[config.mk]
export PLATFORM = sky130hd
export DESIGN_NAME = pwm_blank_gen
export DESIGN_NICKNAME = d
export VERILOG_FILES = /design/src/rtl/pwm_blank_pkg.sv /design/src/rtl/pwm_ramp_timer.sv /design/src/rtl/pwm_term_logic.sv /design/src/rtl/pwm_steer.sv /design/src/rtl/pwm_blank_gen.sv
export SDC_FILE = /design/constraint.sdc
export NUM_CORES = 1
export LEC_CHECK = 0
export BUFFER_PORTS_ARGS = -buffer_cell sky130_fd_sc_hd__buf_2
export CORE_UTILIZATION = 48
export CTS_CLUSTER_DIAMETER = 50
export CTS_CLUSTER_SIZE = 12
export DETAILED_ROUTE_END_ITERATION = 6
export GPL_ROUTABILITY_DRIVEN = 0
export PLACE_DENSITY = 0.72
export SYNTH_ARGS = -nofsm -noshare
export SYNTH_HDL_FRONTEND = slang
export SYNTH_SLANG_ARGS = --single-unit
[constraint.sdc]
create_clock -name clk -period 2.3 [get_ports clk]
set_input_delay 0.115 -clock clk [delete_from_list [all_inputs] [get_ports clk]]
set_output_delay 0.115 -clock clk [all_outputs]
set_load 0.02 [all_outputs]
[src/rtl/pwm_blank_pkg.sv]
package pwm_blank_pkg;
  typedef enum logic {
    STEER_A = 1'b0,
    STEER_B = 1'b1
  } steer_e;

  function automatic steer_e steer_flip(input steer_e s);
    return (s == STEER_A) ? STEER_B : STEER_A;
  endfunction
endpackage

[src/rtl/pwm_ramp_timer.sv]
module pwm_ramp_timer #(
  parameter int RAMP_CYC = 16,
  parameter int DEAD_CYC = 3,
  localparam int TOTAL = RAMP_CYC + DEAD_CYC,
  localparam int CW = $clog2(TOTAL),
  localparam int PW = $clog2(RAMP_CYC + 1)
) (
  input  logic          clk,
  input  logic          rst_n,
  output logic          dead_now,
  output logic          start_nxt,
  output logic          last_ramp,
  output logic [PW-1:0] pos_now,
  output logic [PW-1:0] pos_nxt
);
  logic [CW-1:0] cnt_q;
  logic [CW-1:0] off;

  always_ff @(posedge clk) begin
    if (!rst_n) begin
      cnt_q <= '0;
    end else if (cnt_q == CW'(TOTAL - 1)) begin
      cnt_q <= '0;
    end else begin
      cnt_q <= cnt_q + CW'(1);
    end
  end

  // Ramp position relative to the first ramp cycle.
  always_comb begin
    off       = cnt_q - CW'(DEAD_CYC);
    dead_now  = cnt_q < CW'(DEAD_CYC);
    start_nxt = cnt_q == CW'(DEAD_CYC - 1);
    last_ramp = cnt_q == CW'(TOTAL - 1);
    pos_now   = PW'(off);
    pos_nxt   = PW'(off + CW'(1));
  end
endmodule

[src/rtl/pwm_term_logic.sv]
module pwm_term_logic #(
  parameter int RAMP_CYC = 16,
  localparam int PW = $clog2(RAMP_CYC + 1)
) (
  input  logic [PW-1:0] pos_now,
  input  logic [PW-1:0] pos_nxt,
  input  logic [PW-1:0] duty,
  input  logic [PW-1:0] blank_len,
  input  logic          cur_lim,
  input  logic          over_cur,
  output logic          stop_req
);
  logic flag_masked;
  logic cmp_masked;
  logic cmp_hit;

  always_comb begin
    // Flags seen in the current cycle are masked while inside the window.
    flag_masked = pos_now < blank_len;
    // The compare decides the next cycle, so it is masked by that position.
    cmp_masked  = pos_nxt < blank_len;
    cmp_hit     = pos_nxt >= duty;
    stop_req    = over_cur
                | (cur_lim & ~flag_masked)
                | (cmp_hit & ~cmp_masked);
  end
endmodule

[src/rtl/pwm_steer.sv]
module pwm_steer
  import pwm_blank_pkg::*;
(
  input  logic clk,
  input  logic rst_n,
  input  logic enable,
  input  logic alt_mode,
  input  logic start_nxt,
  input  logic last_ramp,
  input  logic stop_req,
  input  logic duty_zero,
  input  logic over_cur,
  output logic out_a,
  output logic out_b
);
  steer_e next_q;
  logic   fire;
  logic   pick_a;
  logic   pick_b;

  always_comb begin
    fire   = ~duty_zero & ~over_cur;
    pick_a = ~alt_mode | (next_q == STEER_A);
    pick_b = ~alt_mode | (next_q == STEER_B);
  end

  always_ff @(posedge clk) begin
    if (!rst_n || !enable) begin
      out_a  <= 1'b0;
      out_b  <= 1'b0;
      next_q <= STEER_A;
    end else if (start_nxt) begin
      out_a  <= fire & pick_a;
      out_b  <= fire & pick_b;
      next_q <= alt_mode ? steer_flip(next_q) : STEER_A;
    end else if (last_ramp || stop_req) begin
      out_a  <= 1'b0;
      out_b  <= 1'b0;
    end
  end
endmodule

[src/rtl/pwm_blank_gen.sv]
module pwm_blank_gen #(
  parameter int RAMP_CYC = 16,
  parameter int DEAD_CYC = 3,
  localparam int PW = $clog2(RAMP_CYC + 1)
) (
  input  logic          clk,
  input  logic          rst_n,
  input  logic          enable,
  input  logic          alt_mode,
  input  logic [PW-1:0] duty,
  input  logic [PW-1:0] blank_len,
  input  logic          cur_lim,
  input  logic          over_cur,
  output logic          out_a,
  output logic          out_b,
  output logic          dead_phase
);
  logic          start_nxt;
  logic          last_ramp;
  logic          stop_req;
  logic [PW-1:0] pos_now;
  logic [PW-1:0] pos_nxt;

  pwm_ramp_timer #(.RAMP_CYC(RAMP_CYC), .DEAD_CYC(DEAD_CYC)) u_timer (
    .clk       (clk),
    .rst_n     (rst_n),
    .dead_now  (dead_phase),
    .start_nxt (start_nxt),
    .last_ramp (last_ramp),
    .pos_now   (pos_now),
    .pos_nxt   (pos_nxt)
  );

  pwm_term_logic #(.RAMP_CYC(RAMP_CYC)) u_term (
    .pos_now   (pos_now),
    .pos_nxt   (pos_nxt),
    .duty      (duty),
    .blank_len (blank_len),
    .cur_lim   (cur_lim),
    .over_cur  (over_cur),
    .stop_req  (stop_req)
  );

  pwm_steer u_steer (
    .clk       (clk),
    .rst_n     (rst_n),
    .enable    (enable),
    .alt_mode  (alt_mode),
    .start_nxt (start_nxt),
    .last_ramp (last_ramp),
    .stop_req  (stop_req),
    .duty_zero (duty == '0),
    .over_cur  (over_cur),
    .out_a     (out_a),
    .out_b     (out_b)
  );
endmodule

==> key figures, run 1 <==
Status
  • Status: complete, but fails checks
  • Failing checks: DRC

Yosys
  • Seq cells post-synth: 8
  • Post-Syn Area: 841 um2
  • Leading area contributor after synthesis: ha_1
  • Yosys top cell area share: 23.8%
  • Fraction of registers with async set/reset: 0%
  • Top_reg_cell synth: dfxtp_1
  • Syn nets: 132
  • Post-synthesis cell type count: 30
  • Syn Inst Count: 100
  • Number of synthesis warnings: 0
  • EDFF count, synth: 0
  • Sequential area share after synthesis: 19.0%
  • Area contributors post-synth: ha_1 24%, dfxtp_1 19%, inv_1 4.5%
  • Synthesized area per cell: 8.41 um2

Run
  • Max Cap Viol: 0

CTS
  • CTS Buffer Depth: 2
  • H-tree level count: 1
  • Clk_lat worst skew: 0.26 ns
  • Clk root buf: clkbuf_4
  • CTS tree: yes
  • CTS sink cnt: 8
  • Worst-path clk slew: 0.06 ns
  • Cts hold-fix bufs: 0
  • Cts bufs inserted: 3
  • Setup Fix Bufs, Post-CTS: 0

Detailed routing
  • Initial DRC count: 6
  • Vias per Instance: 5.21
  • DRT Pass-1 Iters: 6
  • Via Count: 703
  • Final WL: 1440 um
  • DR WL/cell: 10.7 um
  • ANT nets after route: 0
  • Drt drc: 2

Layout
  • Nets: 153
  • Area grow syn2layout: 15.8%
  • N_diodes: 0
  • Share of cells above drive strength 1: 28.6%
  • Fillers: 148
  • Final core occ: 61.7%

STA
  • Skew final: 0.00702 ns
  • Final period util: 90.7%
  • RSZ-0062 raised after global routing: no
  • TNS Setup: 0 ns
  • Worst-Margin Slew: 0.350 ns
  • Final setup fails: 0
  • Slew HR: 76.7%
  • Tmin final: 2.09 ns
  • Hold Vio Cnt, Final: 0
  • Max-slew violations: 0
  • Max Fclk: 479 MHz

Power and ir drop
  • Leakage: 0.462 nW
  • Peak VDD IR: 0.308 mV
  • PD cells: 469 mW/mm2

Critical path
  • Slowest cell on crit path: dfxtp_2
  • CP endpoint kind: flop
  • Crit Path Max Fanout: 5
  • Critical-path cell list: inv_1 -> ha_1 -> xor2_1 -> ha_1 -> nand2_1 -> o21ai_0 -> nand3_1 -> a22oi_1 -> o32ai_1
  • CP max stage delay: 0.39 ns
  • CP arrival: 2.22 ns
  • Worst Setup Start Kind: flop
  • CP required: 2.43 ns
  • Setup Crit Path Kind: flop to flop
  • Most used cell, CP: ha_1

Global route
  • Initial antenna violation count: 0
  • Global-route wire length before repair: 2590 um
  • Overall Global Routing Usage: 18.6%
  • Largest net degree at the start of global routing: 9
  • Gr ovfl total: 0
  • Vias in the first global route: 664

Floorplanning
  • Full die area: 0.00192 mm2
  • Row cnt: 14
  • CORE AREA: 0.00158 mm2
  • Die H: 43.9 um
  • Number of top-level pins: 19
  • Chip width: 43.9 um
  • Initial core utilization: 53.3%

Min path
  • Hold Path Class: primary input to flop

Place
  • Final HPWL DP: 1240 um
  • I/O Buffers: 18
==> cell families after synthesis <==
kind of cell             Yosys count  share of synthesized area [%]
flip-flops                         8                           19.0
AO/OA/AOI/OAI                     20                           14.7
buffers and inverters             13                           9.52
AND/OR/NAND/NOR                   35                           21.9
XOR/XNOR                           8                           11.0
adder cells (fa/ha/maj)           16                           23.8
==> cells in the mapped netlist, types with 2 or more instances <==
cell and number:
buf_6 2, xnor2_1 3, xor2_1 2, nand2_1 9
nor2_1 7, nand3_1 7, ha_1 16, and2_1 3
a21oi_1 7, o32ai_1 2, nor2b_1 3, o21ai_1 3
xor2_2 2, o21ai_0 2, inv_1 10, dfxtp_1 8
==> layout make-up <==
type,instances,area (um2),area share [%]
Clock buffer,3,22.5,2.31
Inverter,10,37.5,3.86
Multi-Input combinational cell,79,632,64.9
Sequential cell,8,164,16.8
Tap cell,16,20.0,2.06
Timing Repair Buffer,19,97.6,10.0
==> state kept, by name, indices dropped and copies added, names as in the netlist <==
signal          cells
u_timer.cnt_q       5
u_steer.out_b       1
u_steer.next_q      1
u_steer.out_a       1
==> metal layers <==
layer | part of all wire [%] | up-vias | global-route usage (%)
li1 | - | 379 | -
met1 | 49 | 309 | 21.7
met2 | 46 | 13 | 31.3
met3 | 4.2 | 2 | 7.50
met4 | 0.70 | 0 | 5.45
met5 | 0 | - | 0
==> final timing paths <==
path	start	end	slack, ns	depth (start not counted)
max	u_timer.cnt_q[0]	u_steer.out_a	0.21	9
min	rst_n	u_timer.cnt_q[3]	0.11	2
max reg2reg	u_timer.cnt_q[0]	u_steer.out_a	0.21	9
min reg2reg	u_steer.out_a	u_steer.out_a	0.46	2
==> metrics by stage <==
stage	area [um2]	hold WS [ns]	worst slack, ns	total power, mW	instances
2_1_floorplan	841	0.237	0.239	0.297	100
3_3_place_gp	916	0.375	0.180	0.336	132
3_5_place_dp	916	0.379	0.0915	0.343	132
4_1_cts	938	0.104	0.0758	0.456	135
5_1_grt	973	0.103	0.0132	0.508	135
6_report	973	0.110	0.213	0.456	135
==> cell usage in the layout, fill, tap and decap left out, types with 3 or more instances in the layout <==
master and n:
nand3_1 7, nor2_1 7, a21oi_1 7, dfxtp_2 3, ha_1 15, buf_2 18
nor2b_1 3, o21ai_1 3, clkbuf_4 3, and2_1 3, nand2_1 9, inv_1 10
dfxtp_1 5
==> critical path, delay by kind of cell (launching register included) <==
family,cells,cell delay (ns)
adders and majority gates,2,0.62
AOI/OAI and AO/OA,3,0.52
DFF,1,0.39
xor gates and xnor gates,1,0.18
and+or+nand+nor,2,0.14
buffers and inverters,1,0.10
==> repair_timing <==
| item | 4_1_cts | 5_1_grt |
|---|---|---|
| hold endpoints to repair | 0 | 0 |
| resized for setup | 0 | 7 |
| setup endpoints to repair | 0 | 2 |
==> where the power goes <==
group          switching [mW]  internal, mW
Combinational           0.101        0.0906
Clock                  0.0493        0.0598
Sequential             0.0103         0.145
No activity file was read; power rests on OpenSTA's default activity.
==> inputs of run 2 (changes only) <==
Settings changed: CORE_UTILIZATION 48 to 47, PLACE_DENSITY 0.72 to 0.74.
Clock period 2.3 ns to 1.7 ns, I/O delays scaled along.
==> run 2 against run 1 <==
Net effect:
- the flow finishes with violations (setup timing)
- critical path depth is the same
- fmax grew 3.7%
- die area grew 2.0%
- utilization grew 11 points
- cell count grew 15%
- register-to-register slack lost 0.53 ns
- first-iteration DRC count grew 17%
- critical path type unchanged
- worst hold slack lost 0.030 ns
- sequential cell count is the same
- non-clock buffer count grew 11
==> key figures, run 2 (synthesis results as in run 1) <==
Status
  • Status: complete, but fails checks
  • Failing checks: setup timing

Critical path
  • CP max stage delay: 0.35 ns
  • R2r setup slk: -0.31 ns
  • CP endpoint kind: flop
  • CP Launch Point: u_timer.cnt_q[1]
  • Crit Path Max Fanout: 4
  • FF-to-FF End: u_steer.out_b
  • Most used cell, CP: ha_1
  • Slowest cell on crit path: dfxtp_2
  • CP arrival: 2.15 ns
  • Reg2reg path depth: 9
  • Critical R2R Launch: u_timer.cnt_q[1]
  • Worst Setup Start Kind: flop
  • CP required: 1.84 ns
  • Setup Crit Path Kind: flop to flop
  • Critical-path cell list: buf_4 -> ha_1 -> xor2_2 -> ha_1 -> nand2_1 -> o21ai_2 -> nand3_1 -> a22oi_2 -> o32ai_2

Detailed routing
  • Vias per Instance: 4.99
  • DRT Pass-1 Iters: 4
  • Drt drc: 0
  • Final WL: 1760 um
  • ANT nets after route: 0
  • Initial DRC count: 7
  • DR WL/cell: 11.3 um
  • Via Count: 774

STA
  • RSZ-0062 raised after global routing: yes
  • TNS Setup: -0.602 ns
  • Worst Slack Setup Final: -0.313 ns
  • Max Fclk: 497 MHz
  • Skew final: 0.0000975 ns
  • Worst-Margin Slew: 0.284 ns
  • Final setup fails: 2
  • Tmin final: 2.01 ns
  • Final period util: 118%
  • Hold Vio Cnt, Final: 0
  • Slew HR: 81.1%
  • Max-slew violations: 0
  • Worst Hold Slack: 0.0802 ns

Power and ir drop
  • Peak VDD IR: 0.506 mV
  • Leakage: 0.534 nW
  • PD cells: 625 mW/mm2
  • Tot Pwr: 0.723 mW

CTS
  • Cts hold-fix bufs: 0
  • Worst-path clk slew: 0.06 ns
  • CTS tree: yes
  • CTS sink cnt: 8
  • CTS Buffer Depth: 2
  • H-tree level count: 1
  • Clk root buf: clkbuf_4
  • Cts bufs inserted: 3
  • Clk_lat worst skew: 0.25 ns

Layout
  • Most common cell after layout, fill and taps aside: buf_2
  • Nets: 164
  • Fillers: 125
  • Seq. cell area: 165 um2
  • N_diodes: 0
  • Fin area: 0.00116 mm2
  • Most frequent cells in the layout: 18 x buf_2, 14 x ha_1, 11 x buf_4, 9 x inv_1, 9 x nand2_1
  • Final core occ: 72.6%
  • Reg with most FFs: u_timer.cnt_q
  • Footprint of the multi-input gates: 706 um2
  • Non-filler cells, final: 155
  • Area grow syn2layout: 37.6%
  • Share of cells above drive strength 1: 42.0%
  • Max reg flops: 5

Global route
  • Vias in the first global route: 742
  • Gr ovfl total: 0
  • Met2 Use GR: 39.4%
  • Initial antenna violation count: 0
  • Gr busiest metal: met2
  • Largest net degree at the start of global routing: 8
  • Global-route wire length before repair: 2980 um
  • Met1 global-route usage: 23.1%
  • Overall Global Routing Usage: 20.9%
  • GR Layer Usage met3: 7.35%

Min path
  • Hold EP: u_steer.next_q
  • Hold Path Class: primary input to flop
  • Worst Hold Depth: 3
  • Hold Startpoint: enable

Floorplanning
  • Die H: 44.3 um
  • Number of top-level pins: 19
  • Initial core utilization: 52.7%
  • Chip width: 44.3 um
  • Full die area: 0.00196 mm2
  • Row cnt: 14
  • CORE AREA: 0.00159 mm2

Run
  • Max Cap Viol: 0

Place
  • Setup WS pre-CTS: -0.289 ns
  • Final HPWL DP: 1470 um
  • I/O Buffers: 18
  • Placed inst area: 0.00108 mm2
  • Cells after DPL: 150
-- run 2: cell types whose count changed in the layout (fill, tap and decap cells not counted), moves of 2 or more --
cell / change
dfxtp_2: -2
a21oi_2: +2
a21oi_1: -3
buf_4: +10
o32ai_1: -2
o32ai_2: +2
-- run 2: cell type report --
cell class	instances	share of cell area, %
clock buffer	4	2.27
sequential	8	14.3
inverter	10	3.24
tap	24	2.59
multi-input combinational	79	61.0
timing repair buffer	30	16.6
-- run 2: repair_timing --
action / 4_1_cts / 5_1_grt
setup endpoints to repair: 2 / 2
setup buffers: 1 / 0
gates cloned: 0 / 0
pin swaps: 5 / 14
gates resized for setup: 1 / 8
-- run 2: worst max-delay path: cells and delay by family, from the launching register on --
family	cells	cell delay (ns)
AOI/OAI and AO/OA	3	0.47
xor gates and xnor gates	1	0.20
adders and majority gates	2	0.56
buffers and inverters	1	0.15
DFF	1	0.35
and+or+nand+nor	2	0.17
-- run 2: per-layer routing --
layer | routed length, um | up-vias | share of wire [%]
met5 | 0 | - | 0
met4 | 0 | 0 | 0
met3 | 61 | 0 | 3.5
met2 | 950 | 13 | 54
met1 | 743 | 360 | 42
li1 | - | 401 | -
-- run 2: report_power, final --
part           switching [mW]  leakage (nW)  internal [mW]
Sequential             0.0120        0.0659          0.195
Combinational           0.183         0.453          0.174
Clock                  0.0690        0.0150         0.0901
-- run 2: worst max-delay path by stage --
stage	endpoint	slack, ns	cells after the start
finish	u_steer.out_b	-0.31	9
CTS	u_steer.out_a	-0.26	8
global route	u_steer.out_b	-0.40	8
global placement	u_steer.out_b	-0.25	9
detailed placement	u_steer.out_a	-0.29	9
floorplan	u_steer.out_a	-0.16	9
==> inputs of run 3 (changes only) <==
Settings changed: PLACE_DENSITY 0.74 to 0.73.
==> run 3 against run 2 <==
Net effect:
- sequential power about the same
- the flow still finishes with violations (setup timing)
- cell count rose by 0.65%
- power is 0.39% lower
- combinational power shrank 3%
- sequential cell count stayed put
- clock power is 4% higher
- clock-buffer cell count did not move
- clock skew rose by 0.0081 ns
- utilization decreased by 1.3 points
- die area unchanged
- sequential share of layout area grew 0.25 points
- setup slack got worse by 0.0047 ns
- highest routed layer is now met4
==> key figures, run 3 (synthesis results as in run 1) <==
STA
  • Max-slew violations: 0
  • Max Fclk: 496 MHz
  • Final period util: 119%
  • Worst Slack Setup Final: -0.318 ns
  • Hold Vio Cnt, Final: 0
  • Final setup fails: 2
  • Worst Hold Slack: 0.0830 ns
  • Worst-Margin Slew: 0.251 ns
  • Slew HR: 83.3%
  • RSZ-0062 raised after global routing: yes
  • Tmin final: 2.02 ns
  • TNS Setup: -0.618 ns
  • Skew final: 0.00819 ns

CTS
  • Worst-path clk slew: 0.06 ns
  • Cts hold-fix bufs: 0
  • CTS tree: yes
  • H-tree level count: 1
  • Clk_lat worst skew: 0.27 ns
  • CTS Buffer Depth: 2
  • Cts bufs inserted: 3
  • Clk root buf: clkbuf_4
  • CTS sink cnt: 8

Detailed routing
  • DRT Pass-1 Iters: 4
  • Initial DRC count: 8
  • Final WL: 1830 um
  • ANT nets after route: 0
  • Drt drc: 0
  • Vias per Instance: 5.05
  • Via Count: 788
  • DR WL/cell: 11.7 um

Critical path
  • CP endpoint kind: flop
  • Setup Crit Path Kind: flop to flop
  • CP required: 1.87 ns
  • Crit Path Max Fanout: 5
  • CP arrival: 2.19 ns
  • Worst Setup Start Kind: flop

Run
  • Max Cap Viol: 0

Place
  • I/O Buffers: 18
  • Final HPWL DP: 1500 um
  • Placed inst area: 0.00106 mm2
  • Cells after DPL: 150
  • Setup WS pre-CTS: -0.331 ns

Floorplanning
  • Chip width: 44.3 um
  • Number of top-level pins: 19
  • Row cnt: 14
  • Full die area: 0.00196 mm2
  • CORE AREA: 0.00159 mm2
  • Initial core utilization: 52.7%
  • Die H: 44.3 um

Layout
  • N_diodes: 0
  • Fin area: 0.00114 mm2
  • Share of cells above drive strength 1: 40.2%
  • Area grow syn2layout: 35.3%
  • Reg with most FFs: u_timer.cnt_q
  • Final core occ: 71.4%
  • Most common cell after layout, fill and taps aside: buf_2
  • Fillers: 130
  • Most frequent cells in the layout: 18 x buf_2, 14 x ha_1, 13 x buf_4, 9 x inv_1, 9 x nand2_1
  • Nets: 165
  • Max reg flops: 5
  • Non-filler cells, final: 156

Status
  • Status: complete, but fails checks
  • Failing checks: setup timing

Power and ir drop
  • Leakage: 0.532 nW
  • Tot Pwr: 0.720 mW
  • PD cells: 633 mW/mm2
  • Peak VDD IR: 0.406 mV

Global route
  • Gr ovfl total: 0
  • Vias in the first global route: 816
  • Largest net degree at the start of global routing: 8
  • Overall Global Routing Usage: 23.2%
  • Global-route wire length before repair: 3210 um
  • Initial antenna violation count: 0

Min path
  • Hold Path Class: primary input to flop
run 3: worst max-delay path: stages (launching register included):
cell and delay [ns]:
dfxtp_4 0.37, ha_4 0.19, xnor2_4 0.26, nand3_2 0.14
xnor2_2 0.16, ha_1 0.32, a21oi_2 0.15, a22oi_2 0.10
o32ai_1 0.21
run 3: layout make-up:
type	instances	area, um2	share of cell area, %
flip-flops and latches	8	165	14.5
repair buffers	31	188	16.5
inverters	10	37.5	3.30
well taps	24	30.0	2.64
multi-input cells	79	691	60.7
clock buffers	4	26.3	2.31
run 3: layer usage:
layer  global-route usage, %  vias up  wire length, um
met4                    15.8        0               75
met2                    41.8       19              927
met5                       0        -                0
met1                    22.2      353              746
li1                        -      407                -
met3                    7.35        9               83
run 3: path summary, 6_finish.rpt:
kind | slack (ns) | end | cells past startpoint | start
worst max-delay path | -0.32 | u_steer.out_a | 8 | u_timer.cnt_q[0]
worst min register to register | 0.48 | u_steer.out_a | 2 | u_steer.out_a
worst min-delay path | 0.08 | u_timer.cnt_q[4] | 3 | rst_n
worst max register to register | -0.32 | u_steer.out_a | 8 | u_timer.cnt_q[0]
run 3: what timing repair did:
action | in CTS | in global routing
setup buffers | 1 | 1
pin swaps | 1 | 5
endpoints found under the hold margin | 0 | 0
resized for setup | 3 | 3
setup endpoints to repair | 2 | 2
run 3: power breakdown:
group | switching [mW] | internal, mW
Clock | 0.0759 | 0.0905
Combinational | 0.177 | 0.171
Sequential | 0.0110 | 0.195
